--- src/rtl/dlx_pkg.sv ---
package dlx_pkg;
  typedef struct packed {
    logic ce_n;
    logic le_n;
    logic oe_n;
  } dir_ctrl_t;
endpackage

--- src/rtl/xfer_latch.sv ---
module xfer_latch
  import dlx_pkg::*;
#(
  parameter int W = 18
) (
  input  logic         clk,
  input  logic         rst_n,
  input  dir_ctrl_t    ctl,
  input  logic [W-1:0] din,
  output logic [W-1:0] dout,
  output logic [W-1:0] dout_en
);
  logic         transp;
  logic         drive;
  logic [W-1:0] store_q;
  logic [W-1:0] latch_val;

  assign transp = !ctl.ce_n && !ctl.le_n;
  assign drive  = !ctl.ce_n && !ctl.oe_n;

  always_ff @(posedge clk or negedge rst_n) begin
    if (!rst_n)      store_q <= '0;
    else if (transp) store_q <= din;
  end

  assign latch_val = transp ? din : store_q;
  assign dout      = drive ? latch_val : '0;
  assign dout_en   = {W{drive}};


  hold_chk: assert property (@(posedge clk) disable iff (!rst_n)
    (ctl.ce_n || ctl.le_n) |=> $stable(store_q));


  capture_chk: assert property (@(posedge clk) disable iff (!rst_n)
    (!ctl.ce_n && !ctl.le_n) |=> (store_q == $past(din)));


  pass_chk: assert property (@(posedge clk) disable iff (!rst_n)
    (!ctl.ce_n && !ctl.le_n && !ctl.oe_n) |-> (dout == din));


  show_held_chk: assert property (@(posedge clk) disable iff (!rst_n)
    (!ctl.ce_n && ctl.le_n && !ctl.oe_n) |-> (dout == store_q));


  float_ce_chk: assert property (@(posedge clk) disable iff (!rst_n)
    ctl.ce_n |-> (dout_en == '0));
endmodule

--- src/rtl/xcvr_half.sv ---
module xcvr_half
  import dlx_pkg::*;
#(
  parameter int W = 18
) (
  input  logic         clk,
  input  logic         rst_n,
  input  dir_ctrl_t    ab_ctl,
  input  dir_ctrl_t    ba_ctl,
  input  logic [W-1:0] a_in,
  output logic [W-1:0] a_out,
  output logic [W-1:0] a_oe,
  input  logic [W-1:0] b_in,
  output logic [W-1:0] b_out,
  output logic [W-1:0] b_oe
);
  xfer_latch #(.W(W)) u_ab (
    .clk(clk), .rst_n(rst_n), .ctl(ab_ctl),
    .din(a_in), .dout(b_out), .dout_en(b_oe)
  );

  xfer_latch #(.W(W)) u_ba (
    .clk(clk), .rst_n(rst_n), .ctl(ba_ctl),
    .din(b_in), .dout(a_out), .dout_en(a_oe)
  );
endmodule

--- src/rtl/dual_latch_xcvr.sv ---
module dual_latch_xcvr
  import dlx_pkg::*;
#(
  parameter int HALF_W     = 18,
  parameter int NUM_HALVES = 2
) (
  input  logic                           clk,
  input  logic                           rst_n,
  input  logic [NUM_HALVES*HALF_W-1:0]   a_in,
  output logic [NUM_HALVES*HALF_W-1:0]   a_out,
  output logic [NUM_HALVES*HALF_W-1:0]   a_oe,
  input  logic [NUM_HALVES*HALF_W-1:0]   b_in,
  output logic [NUM_HALVES*HALF_W-1:0]   b_out,
  output logic [NUM_HALVES*HALF_W-1:0]   b_oe,
  input  logic [NUM_HALVES-1:0]          ab_ce_n,
  input  logic [NUM_HALVES-1:0]          ab_le_n,
  input  logic [NUM_HALVES-1:0]          ab_oe_n,
  input  logic [NUM_HALVES-1:0]          ba_ce_n,
  input  logic [NUM_HALVES-1:0]          ba_le_n,
  input  logic [NUM_HALVES-1:0]          ba_oe_n
);
  localparam int TOT_W = NUM_HALVES * HALF_W;

  for (genvar h = 0; h < NUM_HALVES; h++) begin : g_half
    dir_ctrl_t ab_ctl, ba_ctl;
    assign ab_ctl = '{ce_n: ab_ce_n[h], le_n: ab_le_n[h], oe_n: ab_oe_n[h]};
    assign ba_ctl = '{ce_n: ba_ce_n[h], le_n: ba_le_n[h], oe_n: ba_oe_n[h]};

    xcvr_half #(.W(HALF_W)) u_half (
      .clk(clk), .rst_n(rst_n),
      .ab_ctl(ab_ctl), .ba_ctl(ba_ctl),
      .a_in(a_in[h*HALF_W +: HALF_W]),
      .a_out(a_out[h*HALF_W +: HALF_W]),
      .a_oe(a_oe[h*HALF_W +: HALF_W]),
      .b_in(b_in[h*HALF_W +: HALF_W]),
      .b_out(b_out[h*HALF_W +: HALF_W]),
      .b_oe(b_oe[h*HALF_W +: HALF_W])
    );
  end


  float_zero_chk: assert property (@(posedge clk) disable iff (!rst_n)
    (((a_out & ~a_oe) == TOT_W'(0)) && ((b_out & ~b_oe) == TOT_W'(0))));
endmodule

--- config.mk ---
export PLATFORM = sky130hd
export DESIGN_NAME = dual_latch_xcvr
export DESIGN_NICKNAME = d
export VERILOG_FILES = /design/src/rtl/dlx_pkg.sv /design/src/rtl/xfer_latch.sv /design/src/rtl/xcvr_half.sv /design/src/rtl/dual_latch_xcvr.sv
export SDC_FILE = /design/constraint.sdc
export NUM_CORES = 1
export LEC_CHECK = 0
export BUFFER_PORTS_ARGS = -buffer_cell sky130_fd_sc_hd__buf_2
export CAP_MARGIN = 20
export CORE_AREA = 2 2 103 105
export DETAILED_ROUTE_END_ITERATION = 8
export DIE_AREA = 0 0 105 107
export PLACE_DENSITY = 0.86
export SLEW_MARGIN = 0
export SYNTH_ARGS = -nofsm -noshare
export SYNTH_HDL_FRONTEND = slang
export SYNTH_SLANG_ARGS = --single-unit
--- constraint.sdc ---
create_clock -name clk -period 1.3 [get_ports clk]
set_clock_uncertainty 0.1 [all_clocks]
set_input_delay 0.065 -clock clk [delete_from_list [all_inputs] [get_ports clk]]
set_output_delay 0.065 -clock clk [all_outputs]
set_load 0.05 [all_outputs]
==> results.md, run 1 <==
- Syn_nets: roughly 480
- Max Clk Rate: 712.5 MHz
- CP required: 1.13 ns
- TritonCTS buffer count: 9
- Largest net degree at the start of global routing: 73
- Period minus WS final: 1.403 ns
- Clock slew at reported path FFs: 0.07 ns
- Synth area leaders: dfrtp_1 (39%), mux2i_1 (16%), mux2_4 (13%), buf_4 (12%), mux2_2 (7.8%)
- Die extent in y: 107 um
- Max H-tree Level: 3
- RSZ-0062 raised after global routing: true
- Starting Density: 0.4601
- Rel. slew slack: 0.7373
- WS Path Type: reg2out
- Most frequent cells in the layout: buf_2 (154), dfrtp_1 (72), buf_6 (72)
- WHS: 0.05650 ns
- Class of the worst hold path: in2reg
- CTS root buffer: clkbuf_8
- Pre-antenna DRT Iters: 4
- DRT Wirelength: 13.61 mm
- DIE AREA: 11,240 um2
- Synth top area share: 0.3880
- Gpl congestion: 0.8451
- Vias/cell: 4.869
- First-pass GRT wire length: 20.24 mm
- Synth Instances: 392
- Final Hold Fails: 0
- Post-DP Area: ~5600 um2
- Ant diodes: 0
- Crit end category: primary output
- Site Rows: 37
- Area leader, netlist: dfrtp_1
- Synth warn: 0
- Critical Path Source Type: register
- Synth Register Bits: 72
- # setup viols final: 20
- Synth cell types: 13
- CTS Sinks: 72
- Number of DRC markers in iteration 0: 121
- # nets final: 751
- Most common cell after layout, fill and taps aside: buf_2
- GRT overflow: 0
- Antenna Nets Post-Route: 0
- TritonCTS clock tree: yes
- Worst setup margin: -0.1035 ns
- Period utilization: 1.080
- CP arrival: 1.24 ns
- Post-Syn Area: 4643 um2
- Syn avg cell area: 11.84 um2
- Dpl hpwl: ~7.9 mm
- Total power: around 7.4 mW
- Num ports: 230
- Leak: 3.686 nW
- Outcome: finished with violations
- Final Max Slew Viols: 0
- Fin area: approximately 7100 um2
- Max_cap viols: 0
- Slew @ Worst Pin: ~0.4 ns
- PortBufs: between 200 and 250
- Chip Width: 105 um
- GRT Total Usage: 0.2267
- Vias in the first global route: around 4,200
- Pre-CTS WS: 0.03366 ns
- Highest net fanout along the worst path: 2
- Clk buf depth: 2
- Util after Layout: 0.7079
- Area Overhead vs Synth: 53.87%
- Clock Latency Late Sink: 0.33 ns
- Initial antenna violation count: 0
- Core ar.: 10,090 um2
- Peak supply drop: 0.6026 mV
- Fraction of layout cells with a size suffix above 1: 0.6072
- Drt drc: 0
- Via count: 3,910
- WL/cell: roughly 17 um
- Failing checks: negative setup slack
- PD cells: 1033 nW/um2
- Post-synthesis sequential area ratio: 0.3880
[worst paths after layout]
path / start / endpoint / slack (ns) / cells past startpoint
worst min register to register: g_half[1].u_half.u_ba.store_q[1] / g_half[1].u_half.u_ba.store_q[1] / 0.41 / 1
worst max register to register: g_half[0].u_half.u_ab.store_q[8] / g_half[0].u_half.u_ab.store_q[8] / 0.16 / 3
worst min-delay path: ab_ce_n[1] / g_half[1].u_half.u_ab.store_q[3] / 0.06 / 3
min in group asynchronous: rst_n / g_half[0].u_half.u_ab.store_q[5] / 0.19 / 3
worst max-delay path: g_half[0].u_half.u_ab.store_q[6] / b_out[6] / -0.10 / 3
max in group asynchronous: rst_n / g_half[1].u_half.u_ab.store_q[15] / 0.60 / 3
[synth_stat cells]
| library cell | instances |
|---|---|
| buf_12 | 2 |
| buf_6 | 11 |
| mux2_4 | 40 |
| mux2i_1 | 72 |
| nor2_1 | 72 |
| buf_8 | 2 |
| inv_1 | 4 |
| buf_2 | 1 |
| or2_1 | 4 |
| dfrtp_1 | 72 |
| nor2_8 | 4 |
| buf_4 | 76 |
| mux2_2 | 32 |
[power by group]
group          internal [mW]  leakage (nW)  switching (mW)
registers               2.57         0.845           0.200
clock network          0.765        0.0842           0.806
logic                   1.36          2.76            1.68
total                   4.70          3.69            2.68
[state kept, by name (all words and copies together) (netlist names)]
| signal | cells |
|---|---|
| g_half.u_half.u_ab.store_q | 36 |
| g_half.u_half.u_ba.store_q | 36 |
[area by class of cell]
| type | instances | area [um2] |
|---|---|---|
| Clock buffer | 12 | 155.1 |
| Clock inverter | 1 | 5.005 |
| Fill cell | 623 | 2948 |
| Inverter | 4 | 26.28 |
| Multi-Input combinational cell | 224 | 2143 |
| Sequential cell | 72 | 1802 |
| Tap cell | 136 | 170.2 |
| Timing Repair Buffer | 354 | 2843 |
[per-stage QoR]
step	TNS [ns]	cells
2_1_floorplan	-0.9048	392
3_3_place_gp	0	692
3_5_place_dp	0	692
4_1_cts	-0.2897	785
5_1_grt	-3.020	803
6_report	-0.4984	803
[worst max-delay path: stages, from the launching register on]
cell and delay, ns:
dfrtp_1 0.38, mux2i_1 0.11, nor2_1 0.22, buf_6 0.20
[what timing repair did]
action | 4_1_cts | 5_1_grt
endpoints found under the setup margin | 68 | 125
endpoints found under the hold margin | 144 | 0
pin swaps | 0 | 7
resized for setup | 115 | 41
buffers inserted | 7 | 20
hold buffers | 73 | 0
[kinds of logic after synthesis]
kind of cell / Yosys count / share of synthesized area
AND/OR/NAND/NOR: 80 / 0.08084
multiplexers: 144 / 0.3622
buffers and inverters: 96 / 0.1690
flip-flops: 72 / 0.3880
[layer usage]
layer  share of wire  wire (um)  global-route usage
met1            0.35       4745              0.2319
met3           0.057        776             0.04073
met2            0.56       7589              0.4360
met5               0          0                   0
met4           0.037        498              0.1210
No activity file was read; power rests on OpenSTA's default activity.
==> inputs of run 2 (changes only) <==
--- a/config.mk
+++ b/config.mk
@@ -5,12 +5,13 @@
 export SDC_FILE = /design/constraint.sdc
 export NUM_CORES = 1
 export LEC_CHECK = 0
-export BUFFER_PORTS_ARGS = -buffer_cell sky130_fd_sc_hd__buf_2
 export CAP_MARGIN = 20
-export CORE_AREA = 2 2 103 105
+export CORE_AREA = 2 2 111 113
 export DETAILED_ROUTE_END_ITERATION = 8
-export DIE_AREA = 0 0 105 107
-export PLACE_DENSITY = 0.86
+export DIE_AREA = 0 0 113 115
+export DONT_BUFFER_PORTS = 1
+export PLACE_DENSITY = 0.6
+export RECOVER_POWER = 100
 export SLEW_MARGIN = 0
 export SYNTH_ARGS = -nofsm -noshare
 export SYNTH_HDL_FRONTEND = slang
==> results.md, run 2 (synthesis gave the netlist of run 1 again) <==
- Outcome: finished with violations
- Failing checks: design-rule violations, negative hold slack, negative setup slack
- CTS root buffer: clkbuf_16
- Highest net fanout along the worst path: 6
- Total power: 7.633 mW
- CP required: 1.41 ns
- Peak supply drop: between 0.6 and 0.7 mV
- Leak: 2.876 nW
- WHS: -0.6707 ns
- Wire length on met1: 4.295 mm
- Max H-tree Level: 3
- Number of DRC markers in iteration 0: 97
- DIE AREA: 13,000 um2
- DRT Wirelength: 10.74 mm
- Sequential power share: 0.359
- Period utilization: 1.012
- Num ports: 230
- Util after Layout: 0.5245
- Initial antenna violation count: 0
- RSZ-0062 raised after global routing: true
- CP top delay family: buffers and inverters
- Clock Latency Late Sink: 0.32 ns
- Reg2reg setup slack: 0.31 ns
- # fillers: around 1,000
- Clk pwr share: 0.331
- Largest net degree at the start of global routing: 73
- Area Overhead vs Synth: 33.41%
- Fraction of layout cells with a size suffix above 1: 0.4194
- Dpl hpwl: around 6.5 mm
- Switching pwr: approximately 2.4 mW
- Critical Path Source Type: input pin
- # setup viols final: 5
- Crit end category: register
- Drt drc: 15
- PD cells: 1232 nW/um2
- Metal3 WL: about 590 um
- Vias in the first global route: 3,278
- R2R Path End: g_half[0].u_half.u_ab.store_q[12]
- Met2 routed WL: 5.630 mm
- First-pass GRT wire length: 16.50 mm
- # nets final: 578
- Worst path bufs/invs: 2
- Class of the worst hold path: in2async
- Core ar.: 11,810 um2
- Regs by FF count: g_half.u_half.u_ab.store_q (36), g_half.u_half.u_ba.store_q (36)
- Chip Width: 113 um
- Switching Fraction: 0.3199
- Pre-antenna DRT Iters: 6
- CP max stage cell: dlygate4sd3_1
- Via count: ~3,000
- Fin Setup TNS: -0.03508 ns
- Rel. slew slack: 0.5485
- PortBufs: 0
- Clock slew at reported path FFs: about 0.060 ns
- Internal power: between 5 and 6 mW
- Most frequent cells in the layout: dlygate4sd3_1 (75), dfrtp_1 (72), mux2i_1 (70)
- GRT overflow: 0
- Gate power share: 0.309
- Die extent in y: 115 um
- Hold_buf cts: 75
- Starting Density: 0.3931
- Max Clk Rate: 760.4 MHz
- WS Path Type: in2reg
- TritonCTS clock tree: yes
- Gpl congestion: between 0.7 and 0.8
- CTS Sinks: 72
- Slew @ Worst Pin: 0.6789 ns
- Clk buf depth: 2
- Antenna Nets Post-Route: 0
- Max incr delay on CP: roughly 0.63 ns
- Ant diodes: 0
- Period minus WS final: around 1.3 ns
- Crit-path cells: dlygate4sd3_1, nor2_8, clkbuf_2, mux2_2
- GRT Total Usage: 0.1592
- Final Hold Fails: 108
- Vias/cell: 4.798
- Max Used Layer: met4
- WL/cell: 16.70 um
- Most common cell after layout, fill and taps aside: dlygate4sd3_1
- TritonCTS buffer count: 9
- Final Max Slew Viols: 0
- Max_cap viols: 0
- Worst r2r path cells: 2
- CP arrival: 1.42 ns
- R2R Path Start: g_half[0].u_half.u_ab.store_q[12]
- Worst setup margin: -0.01502 ns
- Site Rows: 40
==> run 2: cell count changes in the layout (fill, tap and decap cells not counted), moves of 4 or more <==
cell / previous run / this run
mux2_1: 0 / 21
buf_6: 72 / 52
clkbuf_2: 0 / 4
inv_8: 0 / 4
clkbuf_16: 0 / 9
clkbuf_8: 11 / 3
buf_2: 154 / 0
mux2_4: 40 / 19
buf_4: 46 / 33
dlygate4sd3_1: 71 / 75
clkbuf_4: 0 / 8
==> run 2: how the worst max path moves through the flow <==
stage	startpoint	to	depth (start not counted)
global route	g_half[1].u_half.u_ab.store_q[10]	b_out[28]	3
CTS	g_half[0].u_half.u_ab.store_q[15]	b_out[15]	3
floorplan	ab_oe_n[1]	b_out[26]	4
finish	ba_ce_n[0]	g_half[0].u_half.u_ba.store_q[1]	4
detailed placement	ab_oe_n[1]	b_oe[22]	3
global placement	ab_oe_n[1]	b_oe[22]	3
==> run 2: repair_timing <==
item                                    in CTS  in global routing
pin swaps                                    0                  7
endpoints found under the setup margin       7                 79
hold endpoints to repair                   144                108
gates resized for setup                      7                 56
setup buffers                                0                 16
==> run 2: final cells by class <==
type | instances | area (um2) | area share
multi-input combinational | 224 | 2061 | 0.3327
sequential | 72 | 1802 | 0.2909
timing repair buffer | 181 | 1795 | 0.2898
clock buffer | 13 | 270.3 | 0.04363
tap | 147 | 183.9 | 0.02969
inverter | 4 | 45.04 | 0.007271
clock inverter | 2 | 37.54 | 0.006059
==> run 2: stage by stage <==
stage / instance area, um2 / instances / setup WS [ns]
2_1_floorplan: 4718 / 392 / -0.09722
3_3_place_gp: 4976 / 537 / 0.05033
3_5_place_dp: 4976 / 537 / 0.05137
4_1_cts: 6061 / 627 / -0.01562
5_1_grt: 6195 / 643 / -0.05082
6_report: 6195 / 643 / -0.01502
==> run 2: power by group through the flow <==
| stage | sequential, mW | clock (mW) | combinational (mW) |
|---|---|---|---|
| floorplan | 2.73 | 0 | 2.00 |
| global placement | 2.76 | 0 | 2.10 |
| detailed placement | 2.79 | 0 | 2.13 |
| CTS | 2.75 | 2.62 | 2.33 |
| global route | 2.79 | 2.71 | 2.48 |
| finish | 2.74 | 2.53 | 2.36 |
==> run 2: layer usage <==
layer,up-vias,global-route usage
met5,-,0
met4,0,0.07236
met3,16,0.03110
met2,106,0.2762
met1,1518,0.1924
li1,1445,-
==> inputs of run 3 (changes only) <==
--- a/config.mk
+++ b/config.mk
@@ -12,6 +12,7 @@
 export DONT_BUFFER_PORTS = 1
 export PLACE_DENSITY = 0.6
 export RECOVER_POWER = 100
+export SETUP_SLACK_MARGIN = 0.4
 export SLEW_MARGIN = 0
 export SYNTH_ARGS = -nofsm -noshare
 export SYNTH_HDL_FRONTEND = slang
==> results.md, run 3 (synthesis gave the netlist of run 1 again) <==
- Final Hold Fails: 144
- Final Max Slew Viols: 0
- PD cells: 1120 nW/um2
- WS Path Type: reg2out
- Highest net fanout along the worst path: 2
- Flip-flop and latch area: 1802 um2
- Regs by FF count: g_half.u_half.u_ab.store_q (36), g_half.u_half.u_ba.store_q (36)
- PortBufs: 0
- Initial antenna violation count: 0
- Global routing usage on met2: 0.2862
- Crit end category: primary output
- Critical Path Source Type: register
- Clk buf depth: 2
- Peak supply drop: around 0.62 mV
- Clock slew at reported path FFs: around 0.05 ns
- CTS root buffer: clkbuf_16
- Chip Width: 113 um
- Max incr delay on CP: 0.40 ns
- DRT Wirelength: approximately 12 mm
- Util after Layout: 0.6129
- Core ar.: 11,810 um2
- First-pass GRT wire length: 17.82 mm
- Fraction of layout cells with a size suffix above 1: 0.5667
- Fin Setup TNS: -0.1696 ns
- # setup viols final: 8
- Peak-usage layer in the global routing report: met2
- Most common cell after layout, fill and taps aside: buf_6
- GRT overflow: 0
- Most frequent cells in the layout: buf_6 (100), dfrtp_1 (72), dlygate4sd3_1 (72)
- Clock Latency Late Sink: about 0.33 ns
- Crit-path cells: mux2i_1, nor2_2, buf_6
- Critical path startpoint: g_half[0].u_half.u_ba.store_q[14]
- Outcome: finished with violations
- Worst r2r path cells: 3
- Class of the worst hold path: in2async
- Leak: 3.283 nW
- WHS: -0.6688 ns
- Pre-antenna DRT Iters: 6
- TritonCTS clock tree: yes
- Failing checks: design-rule violations, negative hold slack, negative setup slack
- Reg2reg setup slack: 0.19 ns
- R2R Path End: g_half[0].u_half.u_ba.store_q[14]
- Rel. slew slack: 0.7094
- TritonCTS buffer count: 9
- WL/cell: 17.36 um
- CP arrival: 1.18 ns
- Num ports: 230
- # nets final: 621
- Post-DP Area: 5375 um2
- Vias in the first global route: 3,558
- DIE AREA: 13,000 um2
- Max_cap viols: 0
- Period minus WS final: 1.349 ns
- Vias/cell: between 4 and 5
- CTS Sinks: 72
- Starting Density: 0.3931
- Worst setup margin: -0.04912 ns
- Dpl hpwl: approximately 6.7 mm
- M1 GR Usage: 0.2097
- RSZ-0062 raised after global routing: true
- Fin area: 7239 um2
- Ant diodes: 0
- Max Clk Rate: 741.2 MHz
- Multi-input logic area: 2377 um2
- Area Overhead vs Synth: 55.91%
- CP max stage cell: dfrtp_1
- Largest net degree at the start of global routing: between 70 and 80
- # fillers: 900
- Gpl congestion: just over 0.7
- Drt drc: 18
- Die extent in y: 115 um
- CP required: 1.13 ns
- Site Rows: 40
- Number of DRC markers in iteration 0: 107
- Antenna Nets Post-Route: 0
- Period utilization: 1.038
- Slew @ Worst Pin: 0.4359 ns
- GRT Total Usage: 0.1726
- Via count: 3,319
- Met3 Track Usage GR: 0.04639
- R2R Path Start: g_half[0].u_half.u_ba.store_q[14]
- Max H-tree Level: 3
## run 3: cell count changes in the layout (fill, tap and decap cells not counted), moves of 10 or more
cell / change
mux2_4: +27
buf_16: +10
nor2_2: +31
mux2_2: -32
buf_6: +48
mux2i_2: +12
nor2_1: -42
mux2i_1: -12
nor2_4: +11
## run 3: worst max-delay path by stage
stage	to	slack, ns	cells after the start
floorplan	a_oe[12]	0.11	5
global placement	a_oe[17]	-0.03	5
detailed placement	a_oe[14]	-0.04	5
CTS	b_out[18]	-0.02	3
global route	a_out[14]	-0.10	3
finish	a_out[14]	-0.05	3
## run 3: power breakdown
part	internal (mW)	switching, mW
logic	1.53	1.56
clock network	1.35	0.887
registers	2.58	0.208
## run 3: per-stage QoR
stage,setup slack [ns],total power [mW],cells
2_1_floorplan,0.1118,4.972,392
3_3_place_gp,-0.03246,5.099,545
3_5_place_dp,-0.03922,5.144,545
4_1_cts,-0.01617,7.919,654
5_1_grt,-0.1032,8.457,687
6_report,-0.04912,8.111,687
## run 3: critical path: cells and delay by family, from the launching register on
kind                   cells  cell delay [ns]
DFF                        1             0.40
and+or+nand+nor            1             0.08
buffers and inverters      1             0.16
muxes                      1             0.21
## run 3: timing repair
item                                   in CTS  in global routing
endpoints found under the hold margin     144                144
hold buffers                               71                  1
resized for setup                         109                 39
setup endpoints to repair                 144                162
setup buffers                              22                 32
pin swaps                                  12                 10
## run 3: layer usage
metal | wire, um | part of all wire
met1 | 4644 | 0.39
met2 | 6194 | 0.52
met3 | 819 | 0.069
met4 | 265 | 0.022
met5 | 0 | 0
## run 3: final cells by class
class                   count  share of cell area
clock buffers              16             0.03612
inverters                   4            0.004148
multi-input cells         224              0.3284
flip-flops and latches     72              0.2489
well taps                 147             0.02541
repair buffers            224              0.3571
